--- src/rtl/hb_pkg.sv ---
package hb_pkg;

  typedef struct packed {
    logic ot;       // thermal latch
    logic inhibit;  // software or pin inhibit
    logic sc_lat;   // short-circuit latch
    logic uv_lat;   // supply-fail latch
  } hb_flags_t;

  // ones at the low-side positions (even indices)
  function automatic logic [63:0] ls_mask(input int nsw);
    logic [63:0] m;
    m = '0;
    for (int i = 0; i < nsw; i += 2) m[i] = 1'b1;
    return m;
  endfunction

endpackage

--- src/rtl/hb_delay_timer.sv ---
module hb_delay_timer #(
  parameter int CW = 8
) (
  input  logic          clk,
  input  logic          rst_n,
  input  logic          tick,
  input  logic          cond,
  input  logic [CW-1:0] lim,
  output logic          fire
);
  logic [CW-1:0] cnt;
  logic          at_end;

  assign at_end = (cnt >= lim - CW'(1));
  assign fire   = cond & tick & at_end;

  always_ff @(posedge clk) begin
    if (!rst_n)      cnt <= '0;
    else if (!cond)  cnt <= '0;
    else if (tick)   cnt <= at_end ? lim : cnt + CW'(1);
  end

  AST_CNT_TICK_ONLY: assert property (@(posedge clk) disable iff (!rst_n)
    (cond && !tick) |=> (cnt == $past(cnt) || cnt == '0));

endmodule

--- src/rtl/hb_status_enc.sv ---
module hb_status_enc
  import hb_pkg::*;
#(
  parameter int NSW = 12
) (
  input  logic [NSW-1:0] cmd_sw,
  input  logic           olt_en,
  input  logic [NSW-1:0] drv_en,
  input  logic [NSW-1:0] open_load,
  input  logic           warn,
  input  hb_flags_t      flags,
  output logic [NSW+3:0] status
);
  always_comb begin
    if (flags.ot) begin
      status = '1;
    end else begin
      status[0] = warn;
      for (int i = 0; i < NSW; i++)
        status[i+1] = (olt_en && !cmd_sw[i]) ? open_load[i] : drv_en[i];
      status[NSW+1] = flags.sc_lat;
      status[NSW+2] = flags.inhibit;
      status[NSW+3] = flags.uv_lat;
    end
  end
endmodule

--- src/rtl/hb_prot_sup.sv ---
module hb_prot_sup
  import hb_pkg::*;
#(
  parameter int NCH           = 6,
  parameter int SC_FAST_TICKS = 68,
  parameter int SC_SLOW_TICKS = 540,
  parameter int UV_TICKS      = 630
) (
  input  logic               clk,
  input  logic               rst_n,
  input  logic               tick,
  input  logic               cmd_valid,
  output logic               cmd_ready,
  input  logic [2*NCH+3:0]   cmd_word,
  input  logic [2*NCH-1:0]   oc_flag,
  input  logic               uv_flag,
  input  logic               temp_warn,
  input  logic               temp_shut,
  input  logic [2*NCH-1:0]   open_load,
  input  logic               inh_n,
  output logic [2*NCH-1:0]   drv_en,
  output logic [2*NCH+3:0]   status
);
  localparam int NSW    = 2 * NCH;
  localparam int CWW    = NSW + 4;
  localparam int B_OLT  = NSW + 1;
  localparam int B_SLOW = NSW + 2;
  localparam int B_RUN  = NSW + 3;
  localparam int SC_MAX = (SC_SLOW_TICKS > SC_FAST_TICKS) ? SC_SLOW_TICKS : SC_FAST_TICKS;
  localparam int SC_CW  = $clog2(SC_MAX + 1);
  localparam int UV_CW  = $clog2(UV_TICKS + 1);
  localparam logic [NSW-1:0] LS_MASK = NSW'(ls_mask(NSW));
  localparam logic [CWW-1:1] CMD_RST = {3'b111, {(NSW){1'b0}}};

  logic [CWW-1:1] cmd_q;
  logic           clr;
  logic [NSW-1:0] cmd_sw, guard, sc_fire, sc_off;
  logic           inhibit, sc_lat, uv_lat, uv_off, ot_lat, uv_fire, all_ok;
  logic [SC_CW-1:0] sc_lim;
  hb_flags_t      flags;

  assign cmd_ready = 1'b1;
  assign clr       = cmd_valid & cmd_word[0];

  always_ff @(posedge clk) begin
    if (!rst_n)         cmd_q <= CMD_RST;
    else if (cmd_valid) cmd_q <= cmd_word[CWW-1:1];
  end

  assign cmd_sw  = cmd_q[NSW:1];
  assign inhibit = ~cmd_q[B_RUN] | ~inh_n;
  assign sc_lim  = cmd_q[B_SLOW] ? SC_CW'(SC_SLOW_TICKS) : SC_CW'(SC_FAST_TICKS);

  // cross-conduction guard per channel
  for (genvar c = 0; c < NCH; c++) begin : g_chan
    assign guard[2*c]   = cmd_sw[2*c]   & ~cmd_sw[2*c+1];
    assign guard[2*c+1] = cmd_sw[2*c+1] & ~cmd_sw[2*c];
  end

  for (genvar i = 0; i < NSW; i++) begin : g_sc
    hb_delay_timer #(.CW(SC_CW)) u_sc_tmr (
      .clk (clk), .rst_n (rst_n), .tick (tick),
      .cond (oc_flag[i] & guard[i]), .lim (sc_lim), .fire (sc_fire[i])
    );
  end

  hb_delay_timer #(.CW(UV_CW)) u_uv_tmr (
    .clk (clk), .rst_n (rst_n), .tick (tick),
    .cond (uv_flag), .lim (UV_CW'(UV_TICKS)), .fire (uv_fire)
  );

  always_ff @(posedge clk) begin
    if (!rst_n) begin
      sc_off <= '0;
      sc_lat <= 1'b0;
      uv_lat <= 1'b0;
      uv_off <= 1'b0;
      ot_lat <= 1'b0;
    end else begin
      sc_off <= sc_fire | (clr ? '0 : sc_off);
      sc_lat <= (|sc_fire) | (sc_lat & ~clr);
      uv_lat <= uv_fire | (uv_lat & ~clr);
      uv_off <= uv_flag & (uv_fire | uv_off);
      ot_lat <= temp_shut | (ot_lat & ~clr);
    end
  end

  assign all_ok = ~inhibit & ~uv_off & ~ot_lat;
  assign drv_en = guard & ~sc_off & {NSW{all_ok}};

  assign flags = '{ot: ot_lat, inhibit: inhibit, sc_lat: sc_lat, uv_lat: uv_lat};

  hb_status_enc #(.NSW(NSW)) u_stat (
    .cmd_sw (cmd_sw), .olt_en (~cmd_q[B_OLT]), .drv_en (drv_en),
    .open_load (open_load), .warn (temp_warn), .flags (flags), .status (status)
  );

  AST_NO_SHOOT_THROUGH: assert property (@(posedge clk) disable iff (!rst_n)
    (drv_en & (drv_en >> 1) & LS_MASK) == '0);
  AST_INHIBIT_OFF: assert property (@(posedge clk) disable iff (!rst_n)
    !inh_n |-> drv_en == '0);
  AST_OT_ALL_ONES: assert property (@(posedge clk) disable iff (!rst_n)
    ($past(rst_n) && $past(temp_shut)) |-> (status == '1 && drv_en == '0));
  AST_SC_CLEARED: assert property (@(posedge clk) disable iff (!rst_n)
    (clr && !tick) |=> !sc_lat);
  AST_UV_HOLD: assert property (@(posedge clk) disable iff (!rst_n)
    (uv_lat && !clr) |=> uv_lat);

endmodule

--- config.mk ---
export PLATFORM = sky130hd
export DESIGN_NAME = hb_prot_sup
export DESIGN_NICKNAME = d
export VERILOG_FILES = /design/src/rtl/hb_pkg.sv /design/src/rtl/hb_delay_timer.sv /design/src/rtl/hb_status_enc.sv /design/src/rtl/hb_prot_sup.sv
export SDC_FILE = /design/constraint.sdc
export NUM_CORES = 1
export LEC_CHECK = 0
export BUFFER_PORTS_ARGS = -buffer_cell sky130_fd_sc_hd__buf_2
export CAP_MARGIN = 10
export CORE_ASPECT_RATIO = 2
export CORE_MARGIN = 4
export CORE_UTILIZATION = 60
export DETAILED_ROUTE_END_ITERATION = 16
export PLACE_DENSITY_LB_ADDON = 0.15
export SLEW_MARGIN = 20
export SYNTH_ARGS = -nofsm -noshare
export SYNTH_HDL_FRONTEND = slang
export SYNTH_SLANG_ARGS = --single-unit
--- constraint.sdc ---
create_clock -name clk -period 4 [get_ports clk]
set_clock_uncertainty 0.05 [all_clocks]
set_input_delay 0.2 -clock clk [delete_from_list [all_inputs] [get_ports clk]]
set_output_delay 0.2 -clock clk [all_outputs]
set_load 0.02 [all_outputs]
-- Yosys cells after proc, flatten, opt, wreduce, memory -nomap -nowiden
Index checks and enable logic that the tools add are counted.
W data, S select, Z words.
- word-level logic and storage cells: 197
- register bits after elaboration: 161
- bitwise operators: 85
- muxes and demuxes: 28
- reductions and logical operators: 38
- $add $sub $neg: 14
- order comparisons: 13
- operator list (operator ; number):
    $mux W10 ; 14
    $add A10 B1 Y10 const B ; 13
    $ge A10 B10 Y1 ; 12
    $and A1 B1 Y1 ; 57
    $reduce_and A2 Y1 ; 13
    $and A12 B12 Y12 ; 2
    $not A1 Y1 ; 19
    $mux W16 ; 1
    $logic_and A1 B1 Y1 ; 12
    $logic_not A1 Y1 ; 12
    $mux W1 ; 12
    $mux W12 ; 1
    $not A12 Y12 ; 1
    $or A12 B12 Y12 ; 1
    $reduce_or A12 Y1 ; 1
    $ge A10 B10 Y1 const B ; 1
    $sub A10 B1 Y10 const B ; 1
    $or A1 B1 Y1 ; 5

-- Depth between registers and ports, before layout
Gate-level depths: netlist (run 1).
- depth in word-level cells: 8
- gate-level depth with buffers: 10

-- Hierarchy
A second synthesis (run 1) with hierarchy kept.
- cell total of the unflattened synthesis: 1802
- area, all modules: 15028.2 um^2
- by module, submodules not included (module ; area an instance (um^2) ; sequential area each (um^2) ; times used ; cells an instance):
    hb_delay_timer (g_sc[11].u_sc_tmr ...) ; 1007.2 ; 200.2 ; 9 ; 125
    hb_delay_timer (g_sc[0].u_sc_tmr ...) ; 1003.5 ; 200.2 ; 3 ; 122
    hb_prot_sup ; 1549.0 ; 620.6 ; 1 ; 135
    hb_delay_timer (u_uv_tmr) ; 973.4 ; 200.2 ; 1 ; 120
    hb_status_enc ; 430.4 ; 0.0 ; 1 ; 56

-- Worst setup path after synthesis (run 1)
OpenSTA, ideal clock, no wires.
- kind: reg-to-reg
- from: register cmd_q[14] (netlist name)
- to: register g_sc[7].u_sc_tmr.cnt[6]
- buffers on the path: 1
- data arrival time: 2.867 ns
- stages on the path, launching flop included: 10
- library setup time: 0.119 ns
- clock period less this slack: 3.035 ns
- setup slack: 0.965 ns
- cell sequence: dfxtp_1 -> inv_1 -> ha_1 -> o211a_1 -> a2111oi_2 -> o41ai_2 -> buf_6 -> mux2i_1 -> a2bb2oi_1 -> nor2_1
- word-level cells in the longest chain between the ends: 4
- RTL lines (what ; RTL line ; source):
    start, declared ; hb_prot_sup.sv:35 ; logic [CWW-1:1] cmd_q;
    start signal, assigned ; hb_prot_sup.sv:47 ; else if (cmd_valid) cmd_q <= cmd_word[CWW-1:1];
    $mux W10 (*) ; hb_prot_sup.sv:52 ; assign sc_lim = cmd_q[B_SLOW] ? SC_CW'(SC_SLOW_TICKS) : SC_CW'(SC_FAST_TICKS);
    $sub A10 B1 Y10 ; hb_delay_timer.sv:14 ; assign at_end = (cnt >= lim - CW'(1));
    $ge A10 B10 Y1 ; hb_delay_timer.sv:14 ;
    $mux W10 (*) ; hb_delay_timer.sv:20 ; else if (tick) cnt <= at_end ? lim : cnt + CW'(1);
    end signal, assigned ; hb_delay_timer.sv:20 ;
    end, declared ; hb_delay_timer.sv:11 ; logic [CW-1:0] cnt;
Every way passes the cells marked *; elsewhere a longest branch is shown, timed or not.
A chain may end at the register's enable or synchronous reset.

-- Worst setup path after layout (run 1)
- from: register ot_lat
- to: output port status[7]
- word-level cells in the longest chain between the ends: 5
- RTL lines (what ; RTL line ; source):
    start, declared ; hb_prot_sup.sv:38 ; logic inhibit, sc_lat, uv_lat, uv_off, ot_lat, uv_fire, all_ok;
    start signal, assigned ; hb_prot_sup.sv:84 ; ot_lat <= temp_shut | (ot_lat & ~clr);
    $not A1 Y1 ; hb_prot_sup.sv:88 ; assign all_ok = ~inhibit & ~uv_off & ~ot_lat;
    $and A1 B1 Y1 ; hb_prot_sup.sv:88 ;
    $and A12 B12 Y12 ; hb_prot_sup.sv:89 ; assign drv_en = guard & ~sc_off & {NSW{all_ok}};
    $mux W1 ; hb_status_enc.sv:20 ; status[i+1] = (olt_en && !cmd_sw[i]) ? open_load[i] : drv_en[i];
    $mux W16 (*) ; hb_status_enc.sv:15 ; if (flags.ot) begin
    end, declared ; hb_prot_sup.sv:22 ; output logic [2*NCH+3:0] status
Marks and branches as above.

==> impl_metrics.py, run 1 <==
metrics = {
    "sta": {
        "finalSetupTns_ns": 0,
        "rsz0062_at_grt": "no",
        "max_freq_mhz": 336,
        "drv_slew": 0,
        "post-route-period-util_pct": 74.4,
        "setup_viol": 0,
        "finalHoldViolCount": 0,
        "tightest_slew_ns": 1.04,
        "period_needed_ns": 2.98,
        "slew_headroom_pct": 29.8,
    },
    "drt": {
        "num_vias": 8822,
        "viasPerCell": 6.20,
        "drtIter0Drc": 519,
        "wirelength_um": 23500,
        "wl_per_cell_um": 16.5,
        "drc": 0,
        "drtPass1Iterations": 5,
        "antenna_left": 0,
    },
    "placed_design": {
        "io_buffer_count": 75,
        "hpwl_um": 16100,
        "place_congestion": 0.852,
        "dp.cells": 1374,
    },
    "worst_setup_path": {
        "cp.required_ns": 3.75,
        "critPathLaunchType": "register",
        "cp_max_fo": 17,
        "crit_buf_inv": 1,
        "criticalPathCategory": "register to output pin",
        "cp_data_arrival_time_ns": 2.73,
        "slowest_delay_ns": 0.71,
        "path_delay_family": "simple AND/OR/NAND/NOR gates",
        "critPathSlowestCell": "nor4b_1",
        "cp-end-kind": "output pin",
        "cp_cell_sequence": "nand3b_1 > nand2b_1 > nor4b_1 > a211o_1 > buf_2",
    },
    "pwr": {
        "clkPwrFrac_pct": 45.0,
        "switching_share_pct": 25.8,
        "ir_worst_vdd_mv": 0.298,
        "leakage_nw": 4.24,
        "p_comb_share_pct": 7.8,
        "p_int_mw": 2.57,
        "switching_power_mw": 0.893,
        "seqPwrFrac_pct": 47.2,
        "power.density_mw_per_mm2": 325,
    },
    "grt": {
        "grt_antenna_before_repair": 0,
        "grtUsageTotal_pct": 26.6,
        "grt_max_degree": 81,
        "grt_pass1_wl_um": 40200,
        "grt_overflow_total": 0,
        "grt_pass1_vias": 8736,
    },
    "logic_synthesis": {
        "yosysUniqueCellTypes": 63,
        "synthArstFlopShare_pct": 0,
        "synth.top_cell.area_share_pct": 33.9,
        "yosys_most_used_dff": "dfxtp_1",
        "synth-seq-cells": 161,
        "syn-mean-instance-area_um2": 8.31,
        "synth_area_leaders": "dfxtp_1, ha_1, nor2_1, o21ai_0, nand2_1",
        "yosys.area.top_type": "dfxtp_1",
        "seq_area_frac_synth_pct": 33.9,
        "syn-num-nets": 1255,
        "yosysWarnings": 0,
        "netlist_top_cells_count": "dfxtp_1, nor2_1, nand2_1",
        "syn-cell-area_mm2": 0.00950,
        "synthCells": 1144,
        "synth-edff-count": 0,
        "yosysMostFrequentCell": "dfxtp_1",
    },
    "floorplanning": {
        "num_rows": 64,
        "initial_utilization_pct": 61.5,
        "fp.dieH_um": 186,
        "dieArea_mm2": 0.0180,
        "pin_count": 77,
        "coreArea_mm2": 0.0155,
        "chipWidth_um": 97.0,
    },
    "cts": {
        "cts-root-buf": "clkbuf_16",
        "htree_levels": 4,
        "clockBufferDepth": 2,
        "clk_latency_ns": 0.43,
        "cts_tree": "done",
        "clock_sinks": 161,
        "cts_resized": 0,
        "numCtsBuffers": 17,
        "clk_pin_slew_ns": 0.06,
    },
    "cells_and_area": {
        "area_growth_pct": 12.0,
        "fin_util_pct": 68.9,
        "antenna_cells": 0,
        "final_cells": 1422,
        "nFillCells": 1272,
        "final_nets": 1322,
        "post_route_cells_drive_above_1_share_pct": 11.3,
    },
    "job": {
        "cap_violations": 0,
    },
    "min_path": {
        "hold_class": "input port to register",
    },
    "status": {
        "status": "finished clean",
    },
}
[layer usage]
layer,vias to the layer above,part of all wire [%],GRT usage (%)
met5,-,0,0
met4,0,3.2,13.2
met3,56,5.1,4.31
met2,276,52,49.9
met1,4169,40,28.6
li1,4321,-,-
[layout by cell type (no fill, tap or decap), types with 8 or more instances in the layout]
cell type,n
dlygate4sd3_1,16
nand4b_1,8
nor3_1,29
a211oi_1,13
a21oi_1,74
dfxtp_1,161
and2_1,12
mux2i_1,36
a211o_1,12
nand2b_1,9
nor2b_1,10
inv_1,17
buf_2,74
ha_1,63
xor2_1,22
xnor2_1,12
and3_1,38
nor4b_1,12
nand3b_1,14
nor3b_1,20
buf_4,9
a22oi_1,16
nand2_1,105
nor2_1,139
clkbuf_16,17
nand4_1,19
or3_1,10
nand3_1,32
o21ai_0,102
[repair_timing]
action                                 4_1_cts  5_1_grt
endpoints found under the hold margin       16        0
setup buffers                                0        0
hold buffers                                16        0
[state kept, by name, indices dropped and copies added (netlist names)]
signal	cells
cmd_q	15
g_sc.u_sc_tmr.cnt	120
ot_lat	1
sc_lat	1
sc_off	12
u_uv_tmr.cnt	10
uv_lat	1
uv_off	1
[per-stage QoR]
step / hold WS [ns] / instance area, um2 / setup WS, ns / power (mW)
2_1_floorplan: 0.267 / 9500 / 0.965 / 1.84
3_3_place_gp: 0.365 / 9880 / 1.17 / 1.92
3_5_place_dp: 0.366 / 9880 / 1.09 / 1.93
4_1_cts: 0.0769 / 10600 / 1.02 / 3.49
5_1_grt: 0.116 / 10600 / 0.882 / 3.59
6_report: 0.0879 / 10600 / 1.02 / 3.46
[logic make-up after synthesis]
kind of cell	synth area share, %
AOI/OAI and AO/OA	20.7
other	0.0395
adders and majority gates	8.30
buffers and inverters	4.19
and+or+nand+nor	25.9
xor gates and xnor gates	3.13
muxes	3.79
DFF	33.9
[power groups by stage]
stage / clock [mW] / sequential, mW / combinational, mW
finish: 1.56 / 1.64 / 0.271
global route: 1.65 / 1.64 / 0.296
CTS: 1.58 / 1.63 / 0.268
detailed placement: 0 / 1.67 / 0.255
global placement: 0 / 1.67 / 0.250
floorplan: 0 / 1.66 / 0.175
[worst reg2reg max path, delay by kind of cell (launching register included)]
kind | cells | cell delay (ns)
simple gates | 1 | 0.32
compound gates | 5 | 1.44
fa+ha+maj | 1 | 0.35
buf+inv | 2 | 0.31
flops | 1 | 0.34
[cell type report]
type                       count  area [um2]  area share [%]
clock buffer                  20         467            4.38
sequential                   161        3220            30.3
inverter                      20        75.1           0.705
clock inverter                12        98.8           0.929
tap                          198         248            2.33
timing repair buffer         100         618            5.81
multi-input combinational    911        5910            55.6
[final timing paths]
check	from	to	slack [ns]	cells after the start
worst max-delay path	ot_lat	status[7]	1.02	5
worst min-delay path	uv_flag	u_uv_tmr.cnt[3]	0.09	3
worst max register to register	cmd_q[14]	sc_lat	1.09	9
worst min register to register	uv_off	uv_off	0.41	2
No activity file was read; power rests on OpenSTA's default activity.
==> run 2: changes to the inputs <==
==> constraint.sdc (replaced) <==
create_clock -name clk -period 3 [get_ports clk]
set_clock_uncertainty 0.05 [all_clocks]
set_input_delay 0.15 -clock clk [delete_from_list [all_inputs] [get_ports clk]]
set_output_delay 0.15 -clock clk [all_outputs]
set_load 0.02 [all_outputs]
==> run 2 against run 1 <==
Compared with the run above: worst hold slack worse by 0.055 ns; sequential power up 33%; non-clock buffer count up 11; global-route usage up 0.14 points; critical path depth unchanged; routed wire length up 1.8%; register-to-register slack worse by 0.88 ns; largest power group unchanged; highest routed layer is now met5.
==> impl_metrics.py, run 2 (synthesis gave the netlist of run 1 again) <==
metrics = {
    "status": {
        "status": "finished clean",
    },
    "floorplanning": {
        "num_rows": 64,
        "dieArea_mm2": 0.0180,
        "coreArea_mm2": 0.0155,
        "pin_count": 77,
        "initial_utilization_pct": 61.5,
        "chipWidth_um": 97.0,
        "fp.dieH_um": 186,
    },
    "grt": {
        "use_met1_pct": 28.2,
        "grt.busiest_layer": "met2",
        "grt_overflow_total": 0,
        "grt_pass1_wl_um": 40500,
        "grt_pass1_vias": 8825,
        "grt_antenna_before_repair": 1,
        "grtUsageTotal_pct": 26.7,
        "groute.layer.met2.usage_pct": 50.4,
        "grtUsageMet3_pct": 5.06,
        "grt_max_degree": 86,
    },
    "cells_and_area": {
        "antenna_cells": 0,
        "layout_common_cells": "dfxtp_1, nor2_1, nand2_1",
        "top_register": "g_sc.u_sc_tmr.cnt",
        "final_nets": 1333,
        "post_route_cells_drive_above_1_share_pct": 12.1,
        "area_growth_pct": 13.4,
        "reg.largest.list": "g_sc.u_sc_tmr.cnt (120), cmd_q (15), sc_off (12)",
        "regArea_mm2": 0.00322,
        "final_cells": 1433,
        "multiInputGateArea_mm2": 0.00591,
        "nFillCells": 1250,
        "largest_reg_flops": 120,
        "final_common_cell": "dfxtp_1",
    },
    "drt": {
        "antenna_left": 0,
        "drtIter0Drc": 425,
        "wirelength_um": 23900,
        "viasPerCell": 6.19,
        "drc": 0,
        "num_vias": 8865,
        "drtPass1Iterations": 5,
        "wl_per_cell_um": 16.7,
    },
    "min_path": {
        "hold_class": "input port to register",
    },
    "cts": {
        "numCtsBuffers": 17,
        "clk_latency_ns": 0.43,
        "clockBufferDepth": 2,
        "clk_pin_slew_ns": 0.07,
        "clock_sinks": 161,
        "htree_levels": 4,
        "cts_tree": "done",
        "cts_resized": 0,
        "cts-root-buf": "clkbuf_16",
    },
    "sta": {
        "finalHoldViolCount": 0,
        "post-route-period-util_pct": 96.5,
        "tightest_slew_ns": 1.00,
        "rsz0062_at_grt": "no",
        "slew_headroom_pct": 32.5,
        "finalSetupTns_ns": 0,
        "drv_slew": 0,
        "max_freq_mhz": 346,
        "period_needed_ns": 2.89,
        "worst_slack_ns": 0.106,
        "fin_worst_hold_slack_ns": 0.0332,
        "setup_viol": 0,
    },
    "placed_design": {
        "io_buffer_count": 75,
        "place_congestion": 0.878,
        "dp.cells": 1385,
        "post-place-ws_ns": 0.119,
        "hpwl_um": 16800,
    },
    "worst_setup_path": {
        "cp_max_fo": 17,
        "cp-end-kind": "output pin",
        "critPathLaunchType": "register",
        "cp_data_arrival_time_ns": 2.69,
        "criticalPathCategory": "register to output pin",
        "cp.required_ns": 2.80,
    },
    "pwr": {
        "ir_worst_vdd_mv": 0.419,
        "leakage_nw": 4.32,
        "power.density_mw_per_mm2": 438,
    },
    "job": {
        "cap_violations": 0,
    },
}
## run 2: changes by cell type in the layout (fill, tap and decap cells not counted), moves of 2 or more
cell / previous run / this run
bufinv_16: 0 / 2
inv_6: 4 / 2
clkbuf_8: 3 / 1
buf_12: 1 / 3
buf_4: 9 / 18
clkinv_2: 0 / 3
clkbuf_1: 0 / 2
## run 2: what timing repair did
item / CTS / global route
setup buffers: 0 / 0
hold buffers: 16 / 0
hold endpoints to repair: 16 / 0
## run 2: metrics by stage
step / total power, mW / utilization [%] / instance area, um2
after floorplan: 2.45 / - / 9510
after global placement: 2.57 / 64.7 / 10000
after detailed placement: 2.58 / 64.7 / 10000
after CTS: 4.73 / 69.5 / 10700
after global routing: 4.84 / 69.7 / 10800
final: 4.71 / 69.7 / 10800
## run 2: power breakdown
| part | total (mW) | switching (mW) | leakage [nW] | internal (mW) |
|---|---|---|---|---|
| registers | 2.18 | 0.0290 | 1.30 | 2.15 |
| clock network | 2.16 | 0.910 | 0.277 | 1.25 |
| logic | 0.371 | 0.227 | 2.74 | 0.144 |
## run 2: worst paths after layout
kind / startpoint / endpoint / slack, ns / cells past startpoint
worst max-delay path: ot_lat / status[8] / 0.11 / 5
worst min-delay path: uv_flag / u_uv_tmr.cnt[0] / 0.03 / 3
worst max register to register: cmd_q[14] / sc_lat / 0.21 / 9
worst min register to register: sc_off[1] / sc_off[1] / 0.41 / 2
## run 2: worst max-delay path, cell delays in order, from the launching register on
cell and delay (ns):
dfxtp_1 0.50, nand3b_1 0.29, nand2b_1 0.33, nor4b_1 0.78, a211o_1 0.20, buf_2 0.17
## run 2: layout make-up
class / count / share of cell area [%]
clock buffers: 20 / 4.15
clock inverters: 12 / 1.23
inverters: 20 / 0.732
multi-input cells: 911 / 54.9
flip-flops and latches: 161 / 29.9
well taps: 198 / 2.30
repair buffers: 111 / 6.74
## run 2: metal layers
| layer | routed length, um | vias to the layer above | share of wire (%) |
|---|---|---|---|
| li1 | - | 4344 | - |
| met1 | 9250 | 4195 | 39 |
| met2 | 12500 | 258 | 52 |
| met3 | 1240 | 66 | 5.2 |
| met4 | 871 | 2 | 3.6 |
| met5 | 7 | - | 0.029 |
